`src/rtl/bcd_pair_counter.sv`:
```
module bcd_digit #(
  parameter bit ASYNC_RST = 1'b1
) (
  input  logic       clk,
  input  logic       rst_n,
  input  logic       load_n,
  input  logic [3:0] din,
  input  logic       en_p,
  input  logic       en_t,
  output logic [3:0] q,
  output logic       tc
);
  logic [3:0] q_inc;
  logic [3:0] q_d;

  always_comb begin
    case (q)
      4'd9:    q_inc = 4'd0;
      4'd10:   q_inc = 4'd11;
      4'd11:   q_inc = 4'd6;
      4'd12:   q_inc = 4'd13;
      4'd13:   q_inc = 4'd4;
      4'd14:   q_inc = 4'd15;
      4'd15:   q_inc = 4'd2;
      default: q_inc = q + 4'd1;
    endcase
  end

  assign q_d = !load_n ? din : ((en_p && en_t) ? q_inc : q);
  assign tc  = en_t && (q == 4'd9);

  generate
    if (ASYNC_RST) begin : g_arst
      always_ff @(posedge clk or negedge rst_n)
        if (!rst_n) q <= '0;
        else        q <= q_d;
    end else begin : g_srst
      always_ff @(posedge clk)
        q <= rst_n ? q_d : '0;
    end
  endgenerate
endmodule

module bcd_pair_counter #(
  parameter bit ASYNC_RST = 1'b1
) (
  input  logic       clk,
  input  logic       rst_n,
  input  logic       load_n,
  input  logic [3:0] din_lo,
  input  logic [3:0] din_hi,
  input  logic       en_par,
  input  logic       en_trk,
  output logic [3:0] cnt_lo,
  output logic [3:0] cnt_hi,
  output logic       carry_lo,
  output logic       tc_out
);
  bcd_digit #(.ASYNC_RST(ASYNC_RST)) u_lo (
    .clk(clk), .rst_n(rst_n), .load_n(load_n), .din(din_lo),
    .en_p(en_par), .en_t(en_trk), .q(cnt_lo), .tc(carry_lo)
  );

  bcd_digit #(.ASYNC_RST(ASYNC_RST)) u_hi (
    .clk(clk), .rst_n(rst_n), .load_n(load_n), .din(din_hi),
    .en_p(en_par), .en_t(carry_lo), .q(cnt_hi), .tc(tc_out)
  );
endmodule

```
`config.mk`:
```
export PLATFORM = sky130hd
export DESIGN_NAME = bcd_pair_counter
export DESIGN_NICKNAME = d
export VERILOG_FILES = /design/src/rtl/bcd_pair_counter.sv
export SDC_FILE = /design/constraint.sdc
export NUM_CORES = 1
export LEC_CHECK = 0
export ABC_CLOCK_PERIOD_IN_PS = 1700
export BUFFER_PORTS_ARGS = -buffer_cell sky130_fd_sc_hd__buf_2
export CAP_MARGIN = 20
export CORE_MARGIN = 2
export CORE_UTILIZATION = 49
export CTS_CLUSTER_DIAMETER = 30
export DETAILED_ROUTE_END_ITERATION = 8
export PLACE_DENSITY = 0.77
export SLEW_MARGIN = 20
export SYNTH_ARGS = -nofsm -noshare
export SYNTH_HDL_FRONTEND = slang
export SYNTH_HIERARCHICAL = 1
export SYNTH_SLANG_ARGS = --single-unit
export TNS_END_PERCENT = 10
```
`constraint.sdc`:
```
create_clock -name clk -period 1.7 [get_ports clk]
set_input_delay 0.34 -clock clk [delete_from_list [all_inputs] [get_ports clk]]
set_output_delay 0.34 -clock clk [all_outputs]
set_load 0.02 [all_outputs]
```
==> results of run 1 <==
-- registers in the layout (all words and copies together), names as in the netlist --
register	flops
u_hi/q	4
u_lo/q	4
-- through the flow --
step,instances,TNS [ns],cell area (µm²)
after floorplan,82,-0.00836,716
after global placement,118,0,840
after detailed placement,118,0,840
after CTS,127,-0.0971,926
after global routing,127,-0.243,930
final,127,-0.104,930
-- path summary, 6_finish.rpt --
path                                  startpoint               endpoint  slack [ns]  cells after the start
max                        u_lo/q[1]$_DFFE_PN0P_                 tc_out       -0.09                      5
min                                    din_lo[2]  u_lo/q[2]$_DFFE_PN0P_        0.34                      3
max reg2reg                u_lo/q[1]$_DFFE_PN0P_  u_lo/q[0]$_DFFE_PN0P_       -0.01                      5
min reg2reg                u_hi/q[1]$_DFFE_PN0P_  u_hi/q[1]$_DFFE_PN0P_        0.61                      2
max in group asynchronous                  rst_n  u_lo/q[0]$_DFFE_PN0P_        1.04                      2
min in group asynchronous                  rst_n  u_lo/q[2]$_DFFE_PN0P_        0.46                      2
-- placed cells by master (no fill, tap or decap), drive strengths merged, types with 2 or more instances in the layout --
cell	synthesis	routed
buf	3	30
nand2	9	9
o21ai	8	8
ha	8	8
dfrtp	8	8
inv	6	6
o22ai	4	4
clkbuf	2	4
a31oi	3	3
nor2	3	3
o21a	3	3
and4b	2	2
nand3	2	2
and3	2	2
or4	2	2
nand4b	2	2
a21o	2	2
nand3b	2	2
o211ai	2	2
-- area by class of cell --
class	count	area, µm²
multi-input cells	63	472
well taps	15	18.8
flip-flops and latches	8	204
inverters	6	22.5
fillers	120	404
clock buffers	4	26.3
repair buffers	31	186
-- critical path, stage by stage, from the launching register on --
cell     delay, ns
dfrtp_2       0.41
inv_2         0.08
ha_4          0.12
and4b_2       0.23
and4b_2       0.22
buf_6         0.11
-- cell families after synthesis --
| family | after synthesis |
|---|---|
| flip-flops | 8 |
| buffers and inverters | 11 |
| adder cells (fa/ha/maj) | 8 |
| AND/OR/NAND/NOR | 27 |
| AO/OA/AOI/OAI | 28 |
-- synth_stat cells, drive strengths merged --
cell type,number,area (µm²)
buf,3,27.5
o211ai,2,15.0
a21oi,1,5.00
dfrtp,8,200
inv,6,22.5
o22ai,4,25.0
nor4,1,6.26
o2bb2ai,1,8.76
nor2,3,11.3
ha,8,100
o21ai,8,40.0
or4,2,22.5
and4,1,8.76
clkbuf,2,7.51
nand2,9,33.8
a31oi,3,18.8
and3,2,12.5
a211oi,1,7.51
nand3b,2,15.0
a221oi,1,8.76
nand3,2,10.0
and4b,2,22.5
a21bo,1,10.0
o21a,3,22.5
nand4bb,1,11.3
nand4b,2,17.5
o221ai,1,8.76
a21o,2,15.0
-- layer usage --
metal,wire length [µm],up-vias
li1,-,364
met1,822,359
met2,845,27
met3,142,2
met4,14,0
met5,0,-
-- power by group through the flow --
| stage | registers, W | clock network (W) | logic [W] |
|---|---|---|---|
| after floorplan | 0.000324 | 0 | 0.000275 |
| after global placement | 0.000291 | 0 | 0.000416 |
| after detailed placement | 0.000297 | 0 | 0.000423 |
| after CTS | 0.000288 | 0.000167 | 0.000473 |
| after global routing | 0.000300 | 0.000179 | 0.000530 |
| final | 0.000291 | 0.000157 | 0.000485 |
-- repair_timing --
action	CTS	global route
endpoints found under the setup margin	3	4
hold endpoints to repair	8	0
setup buffers	4	0
resized for setup	6	2
hold buffers	1	0
pin swaps	1	0
==> results.cfg, run 1 <==
[die]
die_area_um2 = 1780
dieHeight_um = 42.2
initial_core_util_pct = 53.6
die_x_um = 42.2
io_pins = 23
coreArea_um2 = 1330
rows = 13

[clock_network]
clk_latency_ns = 0.26
root_buffer = clkbuf_4
clk_pin_slew_ns = 0.06
cts_tree = done
clock_sinks = 8
htree_levels = 1
cts_buffer_depth = 2
cts_buffers = 3

[pwr]
comb_power_share_pct = 52.0
p_total_w = 0.000933
p_per_area_nw_per_um2 = 1000
pwr-share-clk_pct = 16.8
p_sw_w = 0.000384
max-vdd-ir-drop_uv = 601
leakage_nw = 0.446
swShare_pct = 41.2
p_seq_share_pct = 31.2
power.internal_w = 0.000549

[yosys]
synth_seq_area_share_pct = 28.0
synth.avg_cell_area_um2 = 8.71
syn-num-nets = 103
synthSimpleGateAreaFrac_pct = 24.0
synth-seq-cells = 8
ys_warn_count = 6
syn_inst = 82
synth_compound_area_share_pct = 25.9
netlist-cell-type-count = 30
synthAdderAreaFrac_pct = 14.0
synth_top_family_by_area = compound AO/OA/AOI/OAI gates
synthMuxAreaShare_pct = 0
synth_area_um2 = 714
synth_xor_area_share_pct = 0

[routing]
drt_iter0_markers = 24
num_vias = 752
ant_nets = 0
routedWlPerCell_um = 14.4
drt_wl_total_mm = 1.82
remaining_drc_errors = 0
avgViaCountPerCell = 5.92
dr.pass1.iters = 4

[timing]
fin_worst_hold_slack_ns = 0.343
hold_viol = 0
setup_ws_ns = -0.0910
timing.final.crit_share_pct = 105
tightest_slew_ns = 0.292
fin_skew_ns = 0.0103
rsz0062_at_grt = yes
setup_violations = 2
period_needed_ns = 1.79
fmax_mhz = 558
report.final.slew_viol_count = 0
relSlewSlack_pct = 80.5

[grt]
track_usage_pct = 23.3
grt_pass1_vias = 679
gr-total-overflow = 0
grt_max_degree = 19
antenna_found_initial = 0
met1_usage_pct = 30.1
use_met2_pct = 35.4
grt_util_met3_pct = 9.05
grt_pass1_wl_mm = 3.11
grt-busiest-layer = met2

[placed_design]
place_ws_ns = 0.0134
place.gp.congestion = 0.883
dp_hpwl_mm = 1.26
port-buffer-count = 22

[run]
drv_cap = 0

[worst_setup_path]
crit_type = reg -> out
critPathMaxFanout = 3
required_ns = 1.36
arrival_ns = 1.45
crit_path_end_kind = output port
critPathLaunchType = flip-flop

[finish]
drive_gt1_share_pct = 39.3
nets = 134
diodes = 0
final_util_pct = 69.7
area_growth_pct = 30.1

[worst_hold_path]
hp-class = in -> reg

[status]
violations = setup timing
status = finished, violations left
No activity file was read; power rests on OpenSTA's default activity.
==> run 2: changes to the inputs <==
- CORE_UTILIZATION: 49 -> 51
- CTS_BUF_LIST: default -> sky130_fd_sc_hd__clkbuf_2
- PLACE_DENSITY: 0.77 -> 0.8
==> run 2 against run 1 <==
Compared with the run above:
- the flow still finishes with violations (setup timing)
- design area increased by 1.6%
- cell count is 1.6% higher
- clock-buffer cell count stayed put
- largest cell class unchanged
- maximum frequency down 1.2%
- setup slack worse by 0.022 ns
- non-clock buffer count increased by 2
- via count up 6.0%
- core utilization increased by 2.9 points
==> results.cfg, run 2 (synthesis results as in run 1) <==
[status]
status = finished, violations left
violations = setup timing

[worst_setup_path]
crit_path_cell_trace = inv_2 > ha_4 > and4b_2 > and4b_2 > buf_6
crit_path_end_kind = output port
critPathSlowestCell = dfrtp_2
path_common_cell = and4b_2
cp_num_buf_inv = 2
required_ns = 1.36
critPathLaunchType = flip-flop
r2r_setup_slack_ns = -0.03
max_stage_delay_ns = 0.43
arrival_ns = 1.47
critPathMaxFanout = 2
reg2regPathDepth = 5
r2r_start = u_lo/q[1]$_DFFE_PN0P_
crit_family = simple AND/OR/NAND/NOR gates
rr_endpoint = u_lo/q[0]$_DFFE_PN0P_
crit_type = reg -> out

[pwr]
pwr-share-clk_pct = 15.7
leakage_nw = 0.460
power.internal_w = 0.000532
p_total_w = 0.000949
p_sw_w = 0.000417
comb_power_share_pct = 53.7
p_per_area_nw_per_um2 = 1000
p_seq_share_pct = 30.6
max-vdd-ir-drop_uv = 568
swShare_pct = 44.0

[grt]
track_usage_pct = 26.5
antenna_found_initial = 0
grt_pass1_wl_mm = 3.57
grt_max_degree = 19
grt_pass1_vias = 789
gr-total-overflow = 0

[finish]
regArea_um2 = 204
mostFrequentLayoutCells = buf_2, buf_4, nand2_1, ha_1, o21ai_0
reg_top3 = u_hi/q: 4 flops, u_lo/q: 4 flops
drive_gt1_share_pct = 41.2
area_growth_pct = 32.2
nets = 136
nFillCells = 111
diodes = 0
multi_input_area_um2 = 472
final_common_cell = buf_2

[timing]
fin_worst_hold_slack_ns = 0.326
fmax_mhz = 552
report.final.slew_viol_count = 0
setup_ws_ns = -0.113
timing.final.crit_share_pct = 107
setup_violations = 3
hold_viol = 0
tightest_slew_ns = 0.310
fin_skew_ns = 0.00649
relSlewSlack_pct = 79.3
period_needed_ns = 1.81
rsz0062_at_grt = yes

[die]
die_area_um2 = 1720
io_pins = 23
coreArea_um2 = 1300
dieHeight_um = 41.4
initial_core_util_pct = 54.9
rows = 13
die_x_um = 41.4

[worst_hold_path]
hold_depth = 3
whs_endpoint = u_lo/q[2]$_DFFE_PN0P_
worstHoldStart = din_lo[2]
hp-class = in -> reg

[clock_network]
cts_buffers = 3
cts_tree = done
clock_sinks = 8
htree_levels = 1
cts_buffer_depth = 2
clk_latency_ns = 0.27
clk_pin_slew_ns = 0.10
root_buffer = clkbuf_2

[placed_design]
port-buffer-count = 22
place.gp.congestion = 0.837
dp_hpwl_mm = 1.36

[run]
drv_cap = 0

[routing]
avgViaCountPerCell = 6.18
ant_nets = 0
drt_iter0_markers = 21
drt_wl_total_mm = 2.01
routedWlPerCell_um = 15.6
num_vias = 797
dr.pass1.iters = 5
remaining_drc_errors = 0
run 2: cell types whose count changed in the layout (fill, tap and decap cells not counted), sizes merged:
cell	previous run	this run
buf	30	32
run 2: tightest hold or removal path, stage by stage:
cell,delay (ns)
buf_2,0.09
nand2_1,0.05
a31oi_1,0.08
run 2: cell type report:
cell class                      instances  area share, %
Tap cell                               15           1.99
Timing Repair Buffer                   33           22.0
Multi-Input combinational cell         63           49.9
Inverter                                6           2.38
Sequential cell                         8           21.6
Clock buffer                            4           2.12
run 2: metal layers:
metal / global-route usage (%) / share of wire, % / up-vias
li1: - / - / 372
met1: 30.0 / 39 / 388
met2: 45.9 / 53 / 33
met3: 6.52 / 6.1 / 4
met4: 12.9 / 1.5 / 0
met5: 0 / 0 / -
run 2: power by group through the flow:
stage          logic (W)  registers, W  clock network [W]
2_1_floorplan   0.000275      0.000324                  0
3_3_place_gp    0.000421      0.000292                  0
3_5_place_dp    0.000433      0.000296                  0
4_1_cts         0.000485      0.000288           0.000150
5_1_grt         0.000553      0.000299           0.000158
6_report        0.000509      0.000291           0.000149
run 2: timing repair:
item                       4_1_cts  5_1_grt
resized for setup                8        3
setup endpoints to repair        3        7
hold buffers                     1        0
cloned                           0        0
setup buffers                    5        1
hold endpoints to repair         8        0
pin swaps                        1        1
run 2: per-stage QoR:
step | instances | cell area [µm²] | worst slack, ns | TNS (ns) | util [%]
3_5_place_dp | 118 | 840 | -0.0156 | -0.0156 | 64.5
3_3_place_gp | 118 | 840 | 0.0722 | 0 | 64.5
2_1_floorplan | 82 | 716 | -0.00836 | -0.00836 | -
4_1_cts | 128 | 933 | -0.112 | -0.136 | 71.7
5_1_grt | 129 | 945 | -0.168 | -0.402 | 72.6
6_report | 129 | 945 | -0.113 | -0.168 | 72.6
run 2: worst max-delay path by stage:
stage	cells after the start	from	endpoint	slack [ns]
after CTS	5	u_lo/q[1]$_DFFE_PN0P_	tc_out	-0.11
after global routing	5	u_lo/q[1]$_DFFE_PN0P_	tc_out	-0.17
final	5	u_lo/q[1]$_DFFE_PN0P_	tc_out	-0.11
after floorplan	3	u_lo/q[0]$_DFFE_PN0P_	tc_out	-0.008
after global placement	5	u_lo/q[1]$_DFFE_PN0P_	tc_out	0.07
after detailed placement	5	u_lo/q[1]$_DFFE_PN0P_	tc_out	-0.02
